`config.mk`:
```
export PLATFORM = sky130hd
export DESIGN_NAME = busctl_cfg_regs
export DESIGN_NICKNAME = d
export VERILOG_FILES = /design/src/rtl/busctl_cfg_pkg.sv /design/src/rtl/busctl_mode_reg.sv /design/src/rtl/busctl_stack_page.sv /design/src/rtl/busctl_irq_lock.sv /design/src/rtl/busctl_cfg_regs.sv
export SDC_FILE = /design/constraint.sdc
export NUM_CORES = 1
export LEC_CHECK = 0
export BUFFER_PORTS_ARGS = -buffer_cell sky130_fd_sc_hd__buf_2
export CORE_ASPECT_RATIO = 0.7
export CORE_UTILIZATION = 46
export CTS_CLUSTER_DIAMETER = 120
export DETAILED_ROUTE_END_ITERATION = 10
export GPL_ROUTABILITY_DRIVEN = 0
export HOLD_SLACK_MARGIN = 0.02
export PLACE_DENSITY = 0.73
export SLEW_MARGIN = 40
export SYNTH_ARGS = -nofsm -noshare
export SYNTH_HDL_FRONTEND = slang
export SYNTH_HIERARCHICAL = 1
export SYNTH_SLANG_ARGS = --single-unit
```
`constraint.sdc`:
```
create_clock -name clk -period 1.5 [get_ports clk]
set_input_delay 0.075 -clock clk [delete_from_list [all_inputs] [get_ports clk]]
set_output_delay 0.075 -clock clk [all_outputs]
set_load 0.005 [all_outputs]
```
`src/rtl/busctl_cfg_pkg.sv`:
```
package busctl_cfg_pkg;
    localparam int DATA_W     = 8;
    localparam int WAIT_W     = 3;
    localparam int OFS_MODE   = 0;
    localparam int OFS_STACK  = 1;
    localparam int OFS_TIMING = 2;
    localparam int BIT_BUSX   = 7;
    localparam int BIT_CPUMAX = 6;
    localparam int BIT_BREQ   = 7;
    localparam int WAIT_LSB   = 4;
endpackage

```
`src/rtl/busctl_mode_reg.sv`:
```
module busctl_mode_reg #(
    parameter int NUM_CE = 3
) (
    input  logic              clk,
    input  logic              rst_n,
    input  logic              mode_mcu,
    input  logic              wr,
    input  logic              wr_busx,
    input  logic              wr_cpumax,
    input  logic [NUM_CE-1:0] wr_ce,
    output logic              bus_expand,
    output logic              cpu_max,
    output logic [NUM_CE-1:0] ce_en
);
    typedef struct packed {
        logic              busx;
        logic              cpumax;
        logic [NUM_CE-1:0] ce;
    } mode_st_t;

    mode_st_t st_d, st_q;

    always_comb begin
        st_d = st_q;
        if (!rst_n) begin
            // MPU strap boots into expansion with chip-enable 0 live
            st_d.busx   = ~mode_mcu;
            st_d.cpumax = 1'b0;
            st_d.ce     = '0;
            st_d.ce[0]  = ~mode_mcu;
        end else if (wr) begin
            // without internal program memory single-chip is not allowed
            st_d.busx   = wr_busx | ~mode_mcu;
            st_d.cpumax = wr_cpumax;
            st_d.ce     = wr_ce;
        end
    end

    always_ff @(posedge clk) begin
        st_q <= st_d;
    end

    assign bus_expand = st_q.busx;
    assign cpu_max    = st_q.cpumax;
    assign ce_en      = st_q.ce;
endmodule

```
`src/rtl/busctl_stack_page.sv`:
```
module busctl_stack_page #(
    parameter int              DATA_W  = 8,
    parameter logic [DATA_W-1:0] SPP_MAX = 8'h27
) (
    input  logic              clk,
    input  logic              rst_n,
    input  logic              wr,
    input  logic              bus_expand,
    input  logic [DATA_W-1:0] wdata,
    output logic [DATA_W-1:0] page
);
    typedef struct packed {
        logic [DATA_W-1:0] page;
    } page_st_t;

    page_st_t st_d, st_q;

    always_comb begin
        st_d = st_q;
        if (!rst_n) begin
            st_d.page = '0;
        end else if (wr) begin
            if (!bus_expand)
                st_d.page = '0;
            else if (wdata > SPP_MAX)
                st_d.page = SPP_MAX;
            else
                st_d.page = wdata;
        end
    end

    always_ff @(posedge clk) begin
        st_q <= st_d;
    end

    assign page = st_q.page;
endmodule

```
`src/rtl/busctl_irq_lock.sv`:
```
module busctl_irq_lock (
    input  logic clk,
    input  logic rst_n,
    input  logic wr_mode,
    input  logic wr_stack,
    input  logic insn_boundary,
    output logic lockout
);
    typedef struct packed {
        logic seen_mode;
        logic seen_stack;
        logic post_hold;
    } lock_st_t;

    lock_st_t st_d, st_q;

    always_comb begin
        st_d = st_q;
        if (!rst_n) begin
            st_d = '0;
        end else begin
            if (wr_mode)
                st_d.seen_mode = 1'b1;
            if (wr_stack) begin
                st_d.seen_stack = 1'b1;
                st_d.post_hold  = 1'b1;   // set wins over a same-cycle strobe
            end else if (insn_boundary) begin
                st_d.post_hold  = 1'b0;
            end
        end
    end

    always_ff @(posedge clk) begin
        st_q <= st_d;
    end

    assign lockout = ~(st_q.seen_mode & st_q.seen_stack) | st_q.post_hold;
endmodule

```
`src/rtl/busctl_cfg_regs.sv`:
```
module busctl_cfg_regs
    import busctl_cfg_pkg::*;
#(
    parameter int              ADDR_W  = 2,
    parameter int              NUM_CE  = 3,
    parameter logic [7:0]      SPP_MAX = 8'h27
) (
    input  logic              clk,
    input  logic              rst_n,
    input  logic              mode_mcu,
    input  logic              wr_en,
    input  logic [ADDR_W-1:0] addr,
    input  logic [7:0]        wdata,
    output logic [7:0]        rdata,
    input  logic              insn_boundary,
    output logic              bus_expand,
    output logic              cpu_max,
    output logic [NUM_CE-1:0] cs_en,
    output logic [7:0]        stack_page,
    output logic [2:0]        wait_sel,
    output logic              breq_en,
    output logic              irq_lockout
);
    localparam logic [ADDR_W-1:0] A_MODE   = ADDR_W'(OFS_MODE);
    localparam logic [ADDR_W-1:0] A_STACK  = ADDR_W'(OFS_STACK);
    localparam logic [ADDR_W-1:0] A_TIMING = ADDR_W'(OFS_TIMING);

    logic wr_mode, wr_stack, wr_timing;

    assign wr_mode   = wr_en && (addr == A_MODE);
    assign wr_stack  = wr_en && (addr == A_STACK);
    assign wr_timing = wr_en && (addr == A_TIMING);

    busctl_mode_reg #(.NUM_CE(NUM_CE)) u_mode (
        .clk        (clk),
        .rst_n      (rst_n),
        .mode_mcu   (mode_mcu),
        .wr         (wr_mode),
        .wr_busx    (wdata[BIT_BUSX]),
        .wr_cpumax  (wdata[BIT_CPUMAX]),
        .wr_ce      (wdata[NUM_CE-1:0]),
        .bus_expand (bus_expand),
        .cpu_max    (cpu_max),
        .ce_en      (cs_en)
    );

    busctl_stack_page #(.DATA_W(DATA_W), .SPP_MAX(SPP_MAX)) u_stack (
        .clk        (clk),
        .rst_n      (rst_n),
        .wr         (wr_stack),
        .bus_expand (bus_expand),
        .wdata      (wdata),
        .page       (stack_page)
    );

    busctl_irq_lock u_lock (
        .clk           (clk),
        .rst_n         (rst_n),
        .wr_mode       (wr_mode),
        .wr_stack      (wr_stack),
        .insn_boundary (insn_boundary),
        .lockout       (irq_lockout)
    );

    typedef struct packed {
        logic              breq;
        logic [WAIT_W-1:0] wsel;
    } timing_st_t;

    timing_st_t tm_d, tm_q;

    always_comb begin
        tm_d = tm_q;
        if (!rst_n) begin
            tm_d = '0;
        end else if (wr_timing) begin
            tm_d.breq = wdata[BIT_BREQ];
            tm_d.wsel = wdata[WAIT_LSB +: WAIT_W];
        end
    end

    always_ff @(posedge clk) begin
        tm_q <= tm_d;
    end

    assign breq_en  = tm_q.breq;
    assign wait_sel = tm_q.wsel;

    always_comb begin
        rdata = '0;
        case (addr)
            A_MODE: begin
                rdata[BIT_BUSX]   = bus_expand;
                rdata[BIT_CPUMAX] = cpu_max;
                rdata[NUM_CE-1:0] = cs_en;
            end
            A_STACK:  rdata = stack_page;
            A_TIMING: begin
                rdata[BIT_BREQ]             = tm_q.breq;
                rdata[WAIT_LSB +: WAIT_W]   = tm_q.wsel;
            end
            default:  rdata = '0;
        endcase
    end
endmodule

```
==> qor.yml, run 1 <==
finalSetupViolations: 0
hold_buffers: 0
post-dp-hpwl_mm: 1.79
status: "finished, violations left"
sequential_cell_area_um2: 420
multi_input_comb_area_um2: 533
cts_max_level: 1
routed_via_density: 5.63
n_fill_cell: 169
top_usage_layer: "met2"
cp.required_ns: 1.42
clkTransAtPathRegs_ns: 0.11
io_buffers: 40
synth_seq_cells: 20
leakagePower_nw: 0.579
drt-initial-drc-count: 32
hold_viol: 0
grt_pass1_wl_mm: 3.80
synthesis.area_um2: 1000
failed_checks: "DRC"
end_kind: "output pin"
initial_core_util_pct: 51.2
num_rows: 13
cts_setup_buffers: 0
antenna_cells: 0
cts_root_buffer: "clkbuf_4"
synth_area_per_cell_um2: 10.5
yosysWarnings: 6
synth_top_area_cell: "dfxtp_1"
worstPathArrival_ns: 1.26
dr.pass1.iters: 7
die_w_um: 57.7
min_period_ns: 1.34
gr-usage-met3_pct: 6.94
clock_latency_ns: 0.30
fin_nets: 158
remaining_drc_errors: 4
fin_tns_setup_ns: 0
power_mw: 0.982
clk_path_buf_depth: 2
finalWirelength_mm: 2.39
synth_cell_type_count: 33
max_stage_delay_ns: 0.52
cts-resized-gates: 0
min_path_type: "in -> reg"
use_met1_pct: 28.1
maxCapViolCount: 0
grt_pass1_vias: 838
dieArea_mm2: 0.00237
peakVddDrop_uv: 614
cts_tree: "built"
crit_fanout: 6
numCtsBuffers: 3
wl_per_cell_um: 14.9
ff2ff_setup_slack_ns: 0.49
rsz0062_at_grt: "false"
synth_top_area_share_pct: 36.0
area_delta_synth_final_pct: 24.2
use_met2_pct: 41.0
synth.area.top_cells: "dfxtp_1, edfxtp_1, o21a_1"
core_mm2: 0.00195
crit_slowest_cell: "edfxtp_1"
fmax_mhz: 748
synth_fp_nets: 114
slew_viol_final: 0
startpoint_type: "register"
track_usage_pct: 22.7
worst_pin_slew_ns: 0.452
ioPinCount: 41
post-route-period-util_pct: 89.1
overflow: 0
critical_path.cell_chain: "a222oi_1 > nor2_1 > buf_2"
finalClockSkew_ns: 0.00563
power_density_mw_per_mm2: 791
critPathKind: "reg -> out"
relSlewSlack_pct: 69.5
drive_gt1_share_pct: 38.4
antenna_found_initial: 0
synth-seq-area-share_pct: 42.1
route.vias.total: 900
clock-sinks: 20
grt_max_degree: 22
ant_nets: 0
die_h_um: 41.0
syn_inst: 95
state kept, by name, summed over array words and instances, names as in the netlist:
name,flops
u_mode/bus_expand,1
wait_sel,3
breq_en,1
u_stack/page,8
u_mode/ce_en,3
u_lock/st_q,3
u_mode/cpu_max,1
critical path: cells and delay by family (launching register included):
family / cells / cell delay [ns]
flops: 1 / 0.52
compound gates: 1 / 0.25
simple gates: 1 / 0.06
buf+inv: 1 / 0.13
synth_stat cells:
library cell  number
dfxtp_1           18
o21a_1             7
nor2b_1            5
a21boi_0           4
ha_1               4
o21ai_0            4
a221oi_1           3
a22o_1             3
and2_1             3
and3_2             3
inv_1              3
mux2i_1            3
nand2b_1           3
nand3b_1           3
nor4b_1            3
a222oi_1           2
a22oi_1            2
buf_6              2
edfxtp_1           2
nand2_1            2
nand4_1            2
nor2_1             2
nor3b_1            2
a21boi_2           1
a41o_1             1
and3_1             1
and3b_1            1
buf_2              1
buf_4              1
nand2b_4           1
nand3_1            1
nor2b_4            1
or3_4              1
routing by layer:
layer  up-vias  share of wire, %
li1        445                 -
met1       421                47
met2        32                47
met3         2               6.0
met4         0              0.29
met5         -                 0
where the power goes:
| group | switching, mW | leakage, nW | internal (mW) | total [mW] |
|---|---|---|---|---|
| sequential | 0.0171 | 0.166 | 0.561 | 0.578 |
| combinational | 0.0758 | 0.398 | 0.0693 | 0.145 |
| clock | 0.162 | 0.0154 | 0.0970 | 0.259 |
cells in the final DEF (no fill, tap or decap), types with 2 or more instances in the layout:
master    instances
dfxtp_1          18
nor3b_1           2
mux2i_1           3
a22oi_1           2
buf_2            40
clkbuf_4          3
a222oi_1          2
nor2_1            2
nand4_1           2
o21a_1            7
nand3b_1          3
a21boi_0          4
nand2_1           2
a221oi_1          3
edfxtp_1          2
o21ai_0           4
a22o_1            3
nor4b_1           3
buf_4             3
ha_1              4
inv_1             3
nor2b_1           5
and3_2            3
and2_1            3
nand2b_1          3
per-stage QoR:
step	hold slack (ns)	worst slack (ns)	instance area [um2]	utilization (%)	std cells
2_1_floorplan	0.192	0.252	1000	-	95
3_3_place_gp	0.360	0.236	1210	62.2	156
3_5_place_dp	0.372	0.155	1210	62.2	156
4_1_cts	0.0458	0.139	1240	63.6	160
5_1_grt	0.0419	0.0652	1240	63.6	160
6_report	0.0559	0.163	1240	63.6	160
worst paths after layout:
check                                    from                            to  depth (start not counted)
hold / removal                       wdata[3]  u_stack/page[3]$_SDFFE_PN0P_                          3
setup / recovery  u_mode/bus_expand$_DFFE_PP_                      rdata[7]                          3
hold reg to reg   u_lock/st_q[2]$_SDFFE_PN0P_   u_lock/st_q[2]$_SDFFE_PN0P_                          1
setup reg to reg  u_mode/bus_expand$_DFFE_PP_  u_stack/page[0]$_SDFFE_PN0P_                          2
area by class of cell:
| cell class | count | share of cell area, % |
|---|---|---|
| clock buffers | 3 | 1.81 |
| clock inverters | 1 | 0.302 |
| inverters | 3 | 0.907 |
| multi-input cells | 68 | 42.9 |
| flip-flops and latches | 20 | 33.9 |
| well taps | 22 | 2.22 |
| repair buffers | 43 | 17.9 |
logic make-up (layout without fill, tap and decap cells):
| kind of cell | count (synthesis) | after routing | synth area share (%) |
|---|---|---|---|
| AND/OR/NAND/NOR | 34 | 34 | 24.2 |
| flip-flops | 20 | 20 | 42.1 |
| buffers and inverters | 7 | 50 | 4.63 |
| adder cells (fa/ha/maj) | 4 | 4 | 5.01 |
| AO/OA/AOI/OAI | 27 | 27 | 21.2 |
| multiplexers | 3 | 3 | 3.00 |
No activity file was read; power rests on OpenSTA's default activity.
==> run 2: changes to the inputs <==
PLACE_DENSITY = 0.81   (was 0.73)
==> qor.yml, run 2 (same netlist as run 1, synthesis figures left out) <==
io_buffers: 40  # unchanged
grt_pass1_vias: 746  # was 838
cts_root_buffer: "clkbuf_4"  # unchanged
final_area_mm2: 0.00125  # was 0.00124 mm2
drive_gt1_share_pct: 38.1  # was 38.4%
num_rows: 13  # unchanged
grt_max_degree: 22  # unchanged
final_cells: 161  # was 160
antenna_found_initial: 0  # unchanged
critPathKind: "reg -> out"  # unchanged
end_kind: "output pin"  # unchanged
finalSetupViolations: 0  # unchanged
wl_per_cell_um: 15.3  # was 14.9 um
startpoint_type: "register"  # unchanged
cts_tree: "built"  # unchanged
fin_nets: 159  # was 158
dieArea_mm2: 0.00237  # unchanged
track_usage_pct: 22.6  # was 22.7%
cp.required_ns: 1.42  # about the same
clock_latency_ns: 0.31  # was 0.30 ns
post-route-period-util_pct: 89.5  # was 89.1%
failed_checks: "DRC"  # unchanged
peakVddDrop_uv: 697  # was 614 uV
rsz0062_at_grt: "false"  # unchanged
worst_slack_ns: 0.157  # was 0.163 ns
clkTransAtPathRegs_ns: 0.12  # was 0.11 ns
clock-sinks: 20  # unchanged
route.vias.total: 917  # was 900
cts-resized-gates: 0  # unchanged
min_path_type: "in -> reg"  # unchanged
final_common_cell: "buf_2"  # unchanged
hold_viol: 0  # unchanged
fin_tns_setup_ns: 0  # unchanged
remaining_drc_errors: 2  # was 4
dr.pass1.iters: 7  # unchanged
routed_via_density: 5.70  # was 5.63
worst_pin_slew_ns: 0.486  # was 0.452 ns
initial_core_util_pct: 51.2  # unchanged
fmax_mhz: 745  # was 748 MHz
leakagePower_nw: 0.584  # was 0.579 nW
numCtsBuffers: 3  # unchanged
min_period_ns: 1.34  # about the same
grt_pass1_wl_mm: 3.71  # was 3.80 mm
finalClockSkew_ns: 0.0182  # was 0.00563 ns
antenna_cells: 0  # unchanged
hold_buffers: 0  # unchanged
post-dp-hpwl_mm: 1.79  # about the same
most-common-layout-cells: "buf_2, dfxtp_1, o21a_1"  # unchanged
crit_fanout: 6  # unchanged
ant_nets: 0  # unchanged
overflow: 0  # unchanged
core_mm2: 0.00195  # unchanged
place_area_mm2: 0.00121  # unchanged
critical_path.cell_chain: "a222oi_1 > nor2_1 > buf_2"  # unchanged
maxCapViolCount: 0  # unchanged
crit_slowest_cell: "edfxtp_1"  # unchanged
power_density_mw_per_mm2: 789  # was 791 mW/mm2
cts_setup_buffers: 0  # unchanged
dp_cells: 156  # unchanged
slew_viol_final: 0  # unchanged
max_stage_delay_ns: 0.51  # was 0.52 ns
area_delta_synth_final_pct: 25.2  # was 24.2%
largest_reg_flops: 8  # unchanged
dp_slack_ns: 0.0879  # was 0.155 ns
clk_path_buf_depth: 2  # unchanged
finalWirelength_mm: 2.46  # was 2.39 mm
die_h_um: 41.0  # unchanged
ioPinCount: 41  # unchanged
worstPathArrival_ns: 1.27  # was 1.26 ns
status: "finished, violations left"  # unchanged
relSlewSlack_pct: 67.2  # was 69.5%
drt-initial-drc-count: 63  # was 32
die_w_um: 57.7  # unchanged
cts_max_level: 1  # unchanged
==> run 2: changes by cell type in the layout (fill, tap and decap cells not counted), sizes merged <==
cell         change
dlygate4sd3      +1
==> run 2: through the flow <==
stage / hold WS, ns / utilization, % / power, mW
2_1_floorplan: 0.192 / - / 0.659
3_3_place_gp: 0.360 / 62.2 / 0.728
3_5_place_dp: 0.372 / 62.2 / 0.733
4_1_cts: 0.0380 / 63.6 / 0.993
5_1_grt: 0.0430 / 64.1 / 1.05
6_report: 0.0552 / 64.1 / 0.988
==> run 2: worst paths after layout <==
check,slack (ns),startpoint,end,cells after the start
setup / recovery,0.16,u_mode/bus_expand$_DFFE_PP_,rdata[7],3
hold / removal,0.06,wdata[4],u_stack/page[4]$_SDFFE_PN0P_,3
setup reg to reg,0.46,u_mode/bus_expand$_DFFE_PP_,u_stack/page[1]$_SDFFE_PN0P_,2
hold reg to reg,0.48,u_lock/st_q[1]$_SDFFE_PN0P_,u_lock/st_q[1]$_SDFFE_PN0P_,1
==> run 2: where the power goes <==
group	internal, mW	switching, mW	total, mW	leakage, nW
sequential	0.561	0.0163	0.577	0.166
combinational	0.0707	0.0767	0.147	0.402
clock	0.0970	0.166	0.263	0.0154
==> run 2: cell type report <==
type / instances / area [um2]
fillers: 179 / 701
clock inverters: 1 / 3.75
flip-flops and latches: 20 / 420
well taps: 22 / 27.5
multi-input cells: 68 / 533
inverters: 3 / 11.3
clock buffers: 3 / 22.5
repair buffers: 44 / 233
==> run 2: per-layer routing <==
layer  up-vias  share of wire, %  track usage [%]  routed length, um
li1        447                 -                -                  -
met1       432                48             30.5               1190
met2        38                45             36.3               1110
met3         0               6.7             6.94                165
met4         0                 0             4.76                  0
met5         -                 0                0                  0
==> run 2: critical path: cells and delay by family (launching register included) <==
kind,cells,cell delay (ns)
AOI/OAI and AO/OA,1,0.27
buffers and inverters,1,0.13
DFF,1,0.51
and+or+nand+nor,1,0.06
==> run 3: changes to the inputs <==
==> constraint.sdc (replaced) <==
create_clock -name clk -period 1.5 [get_ports clk]
set_input_delay 0.3 -clock clk [delete_from_list [all_inputs] [get_ports clk]]
set_output_delay 0.3 -clock clk [all_outputs]
set_load 0.005 [all_outputs]
==> qor.yml, run 3 (same netlist as run 1, synthesis figures left out) <==
status: "finished, violations left"  # unchanged
failed_checks: "DRC, setup timing"  # was DRC
use_met2_pct: 41.3  # was 36.3%
ff2ff_setup_slack_ns: 0.45  # was 0.46 ns
place_area_mm2: 0.00128  # was 0.00121 mm2
fin_nets: 168  # was 159
clk_path_buf_depth: 2  # unchanged
finalSetupViolations: 2  # was 0
io_buffers: 40  # unchanged
fin_hold_ws_ns: 0.278  # was 0.0552 ns
fin_util_pct: 70.2  # was 64.1%
clkTransAtPathRegs_ns: 0.11  # was 0.12 ns
num_rows: 13  # unchanged
antenna_found_initial: 0  # unchanged
reg2reg_depth: 3  # was 2
min_period_ns: 1.51  # was 1.34 ns
crit_slowest_cell: "edfxtp_1"  # unchanged
crit_fanout: 2  # was 6
drive_gt1_share_pct: 46.6  # was 38.1%
antenna_cells: 0  # unchanged
fmax_mhz: 663  # was 745 MHz
critPathTopFamily: "flip-flops"  # unchanged
min_path_type: "in -> reg"  # unchanged
grt_pass1_vias: 862  # was 746
hold_start: "wdata[3]"  # was wdata[4]
rr_startpoint: "u_mode/bus_expand$_DFFE_PP_"  # unchanged
slew_viol_final: 0  # unchanged
clock-sinks: 20  # unchanged
ioPinCount: 41  # unchanged
grt_pass1_wl_mm: 4.07  # was 3.71 mm
initial_core_util_pct: 51.2  # unchanged
wl_per_cell_um: 16.5  # was 15.3 um
path_buf_inv: 1  # unchanged
gr-usage-met3_pct: 8.52  # was 6.94%
power_density_mw_per_mm2: 752  # was 789 mW/mm2
hold_viol: 0  # unchanged
worst_slack_ns: -0.00903  # was 0.157 ns
die_w_um: 57.7  # unchanged
track_usage_pct: 24.6  # was 22.6%
overflow: 0  # unchanged
area_delta_synth_final_pct: 37.0  # was 25.2%
rsz0062_at_grt: "true"  # was false
maxCapViolCount: 0  # unchanged
grt_max_degree: 22  # unchanged
dr.pass1.iters: 7  # unchanged
largest_reg_flops: 8  # unchanged
final_common_cell: "buf_2"  # unchanged
critPathKind: "reg -> out"  # unchanged
cp-startpoint: "u_mode/bus_expand$_DFFE_PP_"  # unchanged
finalWirelength_mm: 2.81  # was 2.46 mm
dieArea_mm2: 0.00237  # unchanged
finalClockSkew_ns: 0.0113  # was 0.0182 ns
routed_via_density: 5.73  # was 5.70
remaining_drc_errors: 2  # unchanged
sequential_cell_area_um2: 422  # was 420 um2
peakVddDrop_uv: 406  # was 697 uV
ant_nets: 0  # unchanged
route.vias.total: 974  # was 917
power_mw: 1.03  # was 0.988 mW
top_usage_layer: "met2"  # unchanged
post-route-period-util_pct: 101  # was 89.5%
worstPathArrival_ns: 1.21  # was 1.27 ns
cts_root_buffer: "clkbuf_4"  # unchanged
worst_pin_slew_ns: 0.436  # was 0.486 ns
use_met1_pct: 29.9  # was 30.5%
most-common-layout-cells: "buf_2, dfxtp_1, buf_4"  # was buf_2, dfxtp_1, o21a_1
reg2reg_to: "u_stack/page[1]$_SDFFE_PN0P_"  # unchanged
hold_end: "u_stack/page[3]$_SDFFE_PN0P_"  # was u_stack/page[4]$_SDFFE_PN0P_
critical_path.cell_chain: "a222oi_1 > nor2_1 > buf_2"  # unchanged
end_kind: "output pin"  # unchanged
cts_max_level: 1  # unchanged
cp.depth: 3  # unchanged
final_area_mm2: 0.00137  # was 0.00125 mm2
clock_latency_ns: 0.30  # was 0.31 ns
startpoint_type: "register"  # unchanged
cp.required_ns: 1.20  # was 1.42 ns
numCtsBuffers: 3  # unchanged
cts_tree: "built"  # unchanged
hold_depth: 3  # unchanged
hold_buffers: 0  # unchanged
relSlewSlack_pct: 70.6  # was 67.2%
post-dp-hpwl_mm: 1.94  # was 1.79 mm
n_fill_cell: 152  # was 179
drt-initial-drc-count: 34  # was 63
dp_slack_ns: -0.135  # was 0.0879 ns
die_h_um: 41.0  # unchanged
max_stage_delay_ns: 0.44  # was 0.51 ns
leakagePower_nw: 0.631  # was 0.584 nW
core_mm2: 0.00195  # unchanged
multi_input_comb_area_um2: 571  # was 533 um2
==> run 3: changes by cell type in the layout (fill, tap and decap cells not counted), sizes merged <==
cell         change
buf             +10
clkbuf           +1
clkinv           -1
dlygate4sd3      -1
==> run 3: worst max path at each step <==
stage | end | slack (ns)
global placement | u_mode/ce_en[2]$_SDFFE_PN0P_ | -0.01
floorplan | u_stack/page[5]$_SDFFE_PN0P_ | 0.03
detailed placement | u_stack/page[2]$_SDFFE_PN0P_ | -0.14
CTS | rdata[7] | -0.01
finish | rdata[7] | -0.009
global route | rdata[6] | -0.13
==> run 3: metal layers <==
metal	share of wire (%)	up-vias
li1	-	463
met1	44	454
met2	45	53
met3	9.6	4
met4	1.2	0
met5	0	-
==> run 3: final cells by class <==
| type | instances | area share [%] |
|---|---|---|
| sequential | 20 | 30.8 |
| tap | 22 | 2.01 |
| clock buffer | 4 | 1.92 |
| timing repair buffer | 53 | 22.6 |
| inverter | 3 | 1.00 |
| multi-input combinational | 68 | 41.6 |
==> run 3: report_power, final <==
| group | total [mW] | internal [mW] | switching (mW) |
|---|---|---|---|
| registers | 0.576 | 0.561 | 0.0146 |
| clock network | 0.264 | 0.104 | 0.161 |
| logic | 0.190 | 0.0955 | 0.0944 |
| total | 1.03 | 0.760 | 0.270 |
==> run 3: timing repair <==
item,4_1_cts,5_1_grt
endpoints found under the setup margin,4,4
gates resized for setup,4,10
hold endpoints to repair,0,0
pin swaps,2,3
setup buffers,0,1
==> run 3: per-stage QoR <==
step	TNS, ns	instances
2_1_floorplan	0	95
3_3_place_gp	-0.0740	165
3_5_place_dp	-0.513	165
4_1_cts	-0.0117	169
5_1_grt	-0.193	170
6_report	-0.0166	170
==> run 3: tightest hold or removal path, stage by stage <==
cell	delay [ns]
buf_2	0.11
nand4_1	0.07
o21ai_0	0.07
